**src/rtl/pit_pkg.sv**
```systemverilog
package pit_pkg;

  // Strobes from control decode to the counting datapath
  typedef struct packed {
    logic stop;    // accepted control word: halt and latch mode
    logic modeSq;  // mode carried with stop: 1 = square wave
    logic ldLow;   // counter port, low byte
    logic start;   // counter port, high byte: load and run
  } pitStrobeT;

endpackage

```
**src/rtl/pit_ctrl.sv**
```systemverilog
module pit_ctrl
  import pit_pkg::*;
#(
  parameter int CHANNEL_ID = 0,
  parameter int BYTE_W = 8
) (
  input  logic              clk,
  input  logic              rst_n,
  input  logic              wrEn,
  input  logic              wrCtrl,
  input  logic [BYTE_W-1:0] wrData,
  output pitStrobeT         strb
);

  localparam logic [1:0] SEL_ID   = 2'(CHANNEL_ID);
  localparam logic [1:0] ACC_WORD = 2'b11;
  localparam logic [2:0] MODE_RATE = 3'd2;
  localparam logic [2:0] MODE_SQ   = 3'd3;

  logic armed;     // a valid control word has been seen
  logic ptrHigh;   // next counter byte is the high byte
  logic ctrlHit;
  logic cntWr;
  logic [2:0] modeField;

  assign modeField = wrData[3:1];
  assign ctrlHit = wrEn && wrCtrl && (wrData[7:6] == SEL_ID) &&
                   (wrData[5:4] == ACC_WORD) &&
                   ((modeField == MODE_RATE) || (modeField == MODE_SQ));
  assign cntWr = wrEn && !wrCtrl && armed;

  always_comb begin
    strb.stop   = ctrlHit;
    strb.modeSq = (modeField == MODE_SQ);
    strb.ldLow  = cntWr && !ptrHigh;
    strb.start  = cntWr && ptrHigh;
  end

  always_ff @(posedge clk or negedge rst_n) begin
    if (!rst_n) begin
      armed   <= 1'b0;
      ptrHigh <= 1'b0;
    end else if (ctrlHit) begin
      armed   <= 1'b1;
      ptrHigh <= 1'b0;
    end else if (cntWr) begin
      ptrHigh <= !ptrHigh;
    end
  end

  // an accepted control word returns the pointer to the low byte
  p_ptr_low_r2: assert property (@(posedge clk) disable iff (!rst_n)
    ctrlHit |=> !ptrHigh);

  // a rejected control word leaves the sequencing state alone
  p_reject_keeps_r3: assert property (@(posedge clk) disable iff (!rst_n)
    (wrEn && wrCtrl && !ctrlHit) |=> (ptrHigh == $past(ptrHigh)) && (armed == $past(armed)));

  // counter bytes are never decoded before a control word
  p_no_load_unarmed_r1: assert property (@(posedge clk) disable iff (!rst_n)
    !armed |-> !(strb.start || strb.ldLow));

endmodule

```
**src/rtl/pit_datapath.sv**
```systemverilog
module pit_datapath
  import pit_pkg::*;
#(
  parameter int BYTE_W = 8
) (
  input  logic              clk,
  input  logic              rst_n,
  input  logic              tickEn,
  input  logic [BYTE_W-1:0] wrData,
  input  pitStrobeT         strb,
  output logic              outWave
);

  localparam int CNT_W  = 2 * BYTE_W;
  localparam int SPAN_W = CNT_W + 1;
  localparam logic [SPAN_W-1:0] MAX_SPAN = SPAN_W'(1) << CNT_W;
  localparam logic [SPAN_W-1:0] MIN_SPAN = SPAN_W'(2);
  localparam logic [SPAN_W-1:0] ONE      = SPAN_W'(1);

  logic [BYTE_W-1:0] lowByte;
  logic [SPAN_W-1:0] reload;
  logic [SPAN_W-1:0] cnt;
  logic              running;
  logic              sqMode;
  logic              phaseHi;
  logic [CNT_W-1:0]  rawCount;
  logic [SPAN_W-1:0] newSpan;

  assign rawCount = {wrData, lowByte};

  // Zero means the full span; one is raised to the minimum legal span
  always_comb begin
    if (rawCount == '0)
      newSpan = MAX_SPAN;
    else if (rawCount == CNT_W'(1))
      newSpan = MIN_SPAN;
    else
      newSpan = SPAN_W'(rawCount);
  end

  always_ff @(posedge clk or negedge rst_n) begin
    if (!rst_n)
      lowByte <= '0;
    else if (strb.ldLow)
      lowByte <= wrData;
  end

  always_ff @(posedge clk or negedge rst_n) begin
    if (!rst_n) begin
      reload  <= MIN_SPAN;
      cnt     <= '0;
      running <= 1'b0;
      sqMode  <= 1'b0;
      phaseHi <= 1'b1;
    end else if (strb.stop) begin
      running <= 1'b0;
      sqMode  <= strb.modeSq;
      phaseHi <= 1'b1;
    end else if (strb.start) begin
      reload  <= newSpan;
      running <= 1'b1;
      phaseHi <= 1'b1;
      cnt     <= sqMode ? ((newSpan + ONE) >> 1) : newSpan;
    end else if (tickEn && running) begin
      if (cnt == ONE) begin
        if (sqMode) begin
          phaseHi <= !phaseHi;
          cnt     <= phaseHi ? (reload >> 1) : ((reload + ONE) >> 1);
        end else begin
          cnt <= reload;
        end
      end else begin
        cnt <= cnt - ONE;
      end
    end
  end

  assign outWave = !running || (sqMode ? phaseHi : (cnt != ONE));

  // a stopped channel drives its output high
  p_idle_high_r2: assert property (@(posedge clk) disable iff (!rst_n)
    !running |-> outWave);

  // the rate pulse lasts a single tick
  p_rate_pulse_one_r6: assert property (@(posedge clk) disable iff (!rst_n)
    (running && !sqMode && !outWave && tickEn && !strb.stop && !strb.start) |=> outWave);

  // the square wave flips level when a half expires
  p_sq_flip_r7: assert property (@(posedge clk) disable iff (!rst_n)
    (running && sqMode && tickEn && (cnt == ONE) && !strb.stop && !strb.start)
      |=> (outWave != $past(outWave)));

  // the running count stays inside the loaded span
  p_span_bound_r5: assert property (@(posedge clk) disable iff (!rst_n)
    running |-> ((cnt != '0) && (cnt <= reload) && (reload <= MAX_SPAN)));

  // no tick, no write, no movement
  p_hold_no_tick_r10: assert property (@(posedge clk) disable iff (!rst_n)
    (!tickEn && !strb.stop && !strb.start) |=> ($stable(cnt) && $stable(outWave)));

endmodule

```
**src/rtl/pit_channel.sv**
```systemverilog
module pit_channel
  import pit_pkg::*;
#(
  parameter int CHANNEL_ID = 0,
  parameter int BYTE_W = 8
) (
  input  logic              clk,
  input  logic              rst_n,
  input  logic              tickEn,
  input  logic              wrEn,
  input  logic              wrCtrl,
  input  logic [BYTE_W-1:0] wrData,
  output logic              outWave
);

  pitStrobeT strb;

  pit_ctrl #(
    .CHANNEL_ID(CHANNEL_ID),
    .BYTE_W(BYTE_W)
  ) ctrl_i (
    .clk(clk),
    .rst_n(rst_n),
    .wrEn(wrEn),
    .wrCtrl(wrCtrl),
    .wrData(wrData),
    .strb(strb)
  );

  pit_datapath #(
    .BYTE_W(BYTE_W)
  ) dp_i (
    .clk(clk),
    .rst_n(rst_n),
    .tickEn(tickEn),
    .wrData(wrData),
    .strb(strb),
    .outWave(outWave)
  );

endmodule

```
**config.mk**
```make
export PLATFORM = sky130hd
export DESIGN_NAME = pit_channel
export DESIGN_NICKNAME = d
export VERILOG_FILES = /design/src/rtl/pit_pkg.sv /design/src/rtl/pit_ctrl.sv /design/src/rtl/pit_datapath.sv /design/src/rtl/pit_channel.sv
export SDC_FILE = /design/constraint.sdc
export NUM_CORES = 1
export LEC_CHECK = 0
export BUFFER_PORTS_ARGS = -buffer_cell sky130_fd_sc_hd__buf_4
export CAP_MARGIN = 0
export CORE_UTILIZATION = 30
export DETAILED_ROUTE_END_ITERATION = 16
export PLACE_DENSITY = 0.57
export SLEW_MARGIN = 20
export SYNTH_ARGS = -nofsm -noshare
export SYNTH_HDL_FRONTEND = slang
export SYNTH_SLANG_ARGS = --single-unit
```
**constraint.sdc**
```tcl
create_clock -name clk -period 2.8 [get_ports clk]
set_input_delay 0.7 -clock clk [delete_from_list [all_inputs] [get_ports clk]]
set_output_delay 0.7 -clock clk [all_outputs]
set_load 0.02 [all_outputs]
```
Word level (Yosys, flattened, before mapping)
Index checks and enable logic that the tools add are counted.
- bits of input ports: 13
- register bits: 47
- reduce and logical (&&, ||, !) cells: 26
- bitwise operators: 1
- add/sub/neg operators: 3
- equal/unequal tests: 6
- muxes and demuxes: 18
- operators with widths (operator ; number):
    $mux W17 ; 6
    $add A17 B1 Y17 const B ; 2
    $mux W16 ; 2
    $eq A17 B1 Y1 const B ; 1
    $ne A17 B1 Y1 const B ; 1
    $sub A17 B1 Y17 const B ; 1
    $eq A16 B1 Y1 const B ; 1
    $logic_not A16 Y1 ; 1
    $mux W1 ; 10
    $logic_and A1 B1 Y1 ; 9
    $reduce_bool A3 Y1 ; 3
    $eq A3 B2 Y1 const B ; 2
    $reduce_bool A2 Y1 ; 3
    $logic_not A1 Y1 ; 4
    $reduce_and A2 Y1 ; 2
    $reduce_and A3 Y1 ; 1
    $eq A2 B2 Y1 const B ; 1
    $logic_not A2 Y1 ; 1
    $logic_or A1 B1 Y1 ; 2
    $not A1 Y1 ; 1

Logic depth before layout (Yosys ltp)
- word-level depth: 6
- depth in mapped cells: 9
- gate-level depth less buffers: 8

Hierarchy
A second synthesis with hierarchy kept.
- cells, all modules: 465
- area total of the unflattened synthesis: 3580.9 µm²
- modules (own cells, without submodules) (module ; area an instance (µm²) ; seq. area each (µm²) ; instances ; cells each):
    pit_datapath ; 3450.8 ; 1128.6 ; 1 ; 451
    pit_ctrl ; 130.1 ; 50.0 ; 1 ; 14

Worst setup path after synthesis
OpenSTA, ideal clock, no wires.
- kind: reg2out
- from: reg dp_i.cnt[3]
- to: out outWave
- buffers on the path: 2
- cell stages (with the launch flop): 8
- slack: 0.225 ns
- arrival: 1.875 ns
- cells stage by stage: dfrtp_1 nor4_4 nand4_4 or3_1 buf_2 buf_6 nor2_1 o21ai_0
- longest elaborated chain between the ends: 3
- RTL lines (what ; line ; RTL):
    from (decl) ; pit_datapath.sv:22 ; logic [SPAN_W-1:0] cnt;
    from (signal assigned) ; pit_datapath.sv:63 ; cnt <= sqMode ? ((newSpan + ONE) >> 1) : newSpan;
    from (signal assigned) ; pit_datapath.sv:68 ; cnt <= phaseHi ? (reload >> 1) : ((reload + ONE) >> 1);
    from (signal assigned) ; pit_datapath.sv:70 ; cnt <= reload;
    $ne A17 B1 Y1 ; pit_datapath.sv:78 ; assign outWave = !running || (sqMode ? phaseHi : (cnt != ONE));
    $mux W1 ; pit_datapath.sv:78 ;
    $logic_or A1 B1 Y1 ; pit_datapath.sv:78 ;
    to (decl) ; pit_channel.sv:13 ; output logic outWave
Every way passes these cells.

Worst setup path in the final report
- from: reg dp_i.cnt[14]
- to: out outWave
The elaborated chain is that of the path after synthesis.

==> results.json <==
{
  "wl_um": 10200,
  "setup_tns_ns": 0,
  "grtUsageMet3_pct": 3.47,
  "htreeDepth": 2,
  "ir_drop_uv": 407,
  "netlist_area_um2": 3510,
  "yosys_warnings": 0,
  "cts_buffers": 5,
  "rsz0062_at_grt": "no",
  "max_cap_viol_count": 0,
  "dp_hpwl_um": 7460,
  "syn_to_final_growth_pct": 13.2,
  "slew_violations": 0,
  "async_reset_ff_share_pct": 100,
  "dieArea_um2": 12100,
  "grt_remaining_overflow": 0,
  "reg2reg_setup_slack_ns": 0.51,
  "max_freq_mhz": 374,
  "place_area_um2": 3780,
  "drc_errors": 0,
  "grt_max_degree": 48,
  "syn_inst": 444,
  "clockBufferDepth": 2,
  "cts.clk_slew.worst_paths_ns": 0.07,
  "clock_latency_ns": 0.29,
  "syn_avg_cell_area_um2": 7.91,
  "antenna_cells": 0,
  "cp.arrival_ns": 1.97,
  "worst-r2r-cell-count": 7,
  "worst_pin_slew_ns": 0.705,
  "report.final.setup_viol": 0,
  "fin_area_um2": 3970,
  "core_region_area_um2": 11400,
  "antenna_found_initial": 0,
  "rows": 39,
  "cts_root_buf": "clkbuf_16",
  "fin_skew_ns": 0.00678,
  "holdBufCountCts": 0,
  "r2r_end": "dp_i.cnt[14]",
  "drt-wirelength-per-cell_um": 17.2,
  "synth_top_area_cell": "dfrtp_1",
  "grt_pass1_vias": 3091,
  "die_y_um": 110,
  "die_width_um": 110,
  "finalHoldViolCount": 0,
  "dr.pass1.iters": 5,
  "power_density_nw_per_um2": 866,
  "grt_use_total_pct": 18.1,
  "ys_seq_area_share_pct": 33.6,
  "synth_top_cell_area_share_pct": 32.1,
  "cts.sinks": 47,
  "gp_congestion": 0.840,
  "vias": 3372,
  "timing.slew.headroom_pct": 52.7,
  "post-route-min-period_ns": 2.67,
  "portBuffers": 13,
  "ant_nets": 0,
  "power.leakage_nw": 1.57,
  "path_max_fanout": 5,
  "pin_count": 14,
  "reg2reg_from": "dp_i.cnt[14]",
  "critPathKind": "reg2out",
  "synth_top_flop_cell": "dfrtp_1",
  "synth_nets": 463,
  "hold_path_class": "in2async",
  "use_met1_pct": 25.5,
  "setup.worst_path.start_class": "flop",
  "ys_types": 61,
  "grt-busiest-layer": "met2",
  "drtIter0Drc": 279,
  "grt_first_pass_wirelength_um": 16600,
  "vias_per_cell": 5.67,
  "start_util_pct": 30.7,
  "drive_gt1_share_pct": 13.3,
  "layout_worst_path_cycle_share_pct": 95.5,
  "ys_top_cells_by_area": "dfrtp_1, nand2_1, o21ai_0, a21oi_1, nor2_1",
  "synth_edf_count": 0,
  "crit_required_ns": 2.10,
  "use_met2_pct": 27.6,
  "cts_tree": "yes",
  "cp-end-kind": "primary output",
  "ys_seq_elements": 47,
  "outcome": "complete, no violations",
  "fin_nets": 470
}
==> synthesized netlist by cell type, types with 4 or more instances <==
master     n
nand3_1   15
ha_1       6
a211oi_1   8
o21a_1     4
inv_1     16
nor2_1    36
dfrtp_1   45
mux2i_1    8
clkbuf_1  24
nor4_1     7
a21oi_1   35
nand4_1   10
nand2b_1   4
or2_2      4
a31oi_1    5
o21ai_0   37
nor3_1    13
and3_1     5
o22ai_1    5
a21o_1     4
or3_1      6
xnor2_1   10
o211ai_1   6
nand2_1   69
==> worst max path at each step <==
stage / startpoint / to / slack, ns / cells after the start
finish: dp_i.cnt[14] / outWave / 0.13 / 6
global route: dp_i.cnt[3] / outWave / 0.01 / 6
CTS: dp_i.cnt[13] / outWave / 0.07 / 6
detailed placement: wrData[3] / dp_i.cnt[6] / 0.20 / 8
global placement: wrData[3] / dp_i.cnt[6] / 0.23 / 8
floorplan: dp_i.cnt[3] / outWave / 0.23 / 7
==> timing repair <==
action / 4_1_cts / 5_1_grt
setup endpoints to repair: 0 / 1
hold endpoints to repair: 0 / 0
buffers inserted: 0 / 3
resized for setup: 0 / 2
==> per-stage QoR <==
step	setup WS [ns]	utilization [%]	hold WS, ns	cells	total power [mW]
CTS	0.0651	34.5	0.457	592	3.42
floorplan	0.225	-	0.404	444	2.32
global placement	0.227	33.1	0.474	584	2.70
global route	0.0150	34.8	0.480	595	3.72
finish	0.126	34.8	0.426	595	3.44
detailed placement	0.204	33.1	0.489	584	2.72
==> area by class of cell <==
cell class                 instances  area, um^2
multi-input combinational        352        2160
inverter                          16        60.1
sequential                        47        1180
fill                            1194        7450
clock buffer                       7         133
tap                              143         179
timing repair buffer              29         230
clock inverter                     1        30.0
==> per-layer routing <==
layer  wire length, um  share of wire, %  vias up
met5                 0                 0        -
li1                  -                 -     1633
met1              4660                46     1608
met4               239               2.3        0
met3               562               5.5       20
met2              4770                47      111
==> cell families (layout without fill, tap and decap cells) <==
| group | after synthesis | after routing | synth area share [%] |
|---|---|---|---|
| xor+xnor | 13 | 13 | 3.24 |
| fa+ha+maj | 6 | 6 | 2.14 |
| flops | 47 | 47 | 33.6 |
| buf+inv | 45 | 53 | 5.13 |
| compound gates | 134 | 134 | 25.1 |
| mux | 11 | 11 | 3.24 |
| simple gates | 188 | 188 | 27.5 |
==> worst max-delay path: stages (launching register included) <==
cell     delay, ns
dfrtp_1       0.44
nor4_4        0.38
nand4_4       0.17
or3_4         0.37
nor2_1        0.09
o21ai_0       0.08
buf_4         0.17
==> report_power, final <==
part	total, mW	internal, mW	switching (mW)	leakage, nW
Combinational	1.32	0.604	0.718	0.930
Sequential	1.44	0.977	0.466	0.563
Clock	0.675	0.423	0.253	0.0781
Total	3.44	2.00	1.44	1.57
==> placed cells by master, fill, tap and decap left out, types with 3 or more instances in the layout <==
master / count
a21o_1: 4
xor2_1: 3
clkbuf_16: 5
o21a_1: 4
mux2i_1: 8
o21ai_0: 37
nand4_1: 10
and3_1: 5
o21ai_1: 3
ha_1: 6
dfrtp_1: 43
or3_1: 5
inv_1: 16
nor4_1: 7
nor3_1: 13
buf_4: 28
nand3_1: 15
a31oi_1: 5
xnor2_1: 10
or2_2: 4
o22ai_1: 5
nand2_1: 69
o31ai_1: 3
nand2b_1: 4
a221o_1: 3
mux2_2: 3
o2111ai_1: 3
nor2_1: 35
a211oi_1: 8
a21oi_1: 35
o211ai_1: 6
==> registers in the layout, summed over array words and instances, names as in the netlist <==
name,cells
dp_i.lowByte,8
ctrl_i.ptrHigh,1
dp_i.phaseHi,1
ctrl_i.armed,1
dp_i.running,1
dp_i.sqMode,1
dp_i.reload,17
dp_i.cnt,17
(Power assumes the default switching activity.)
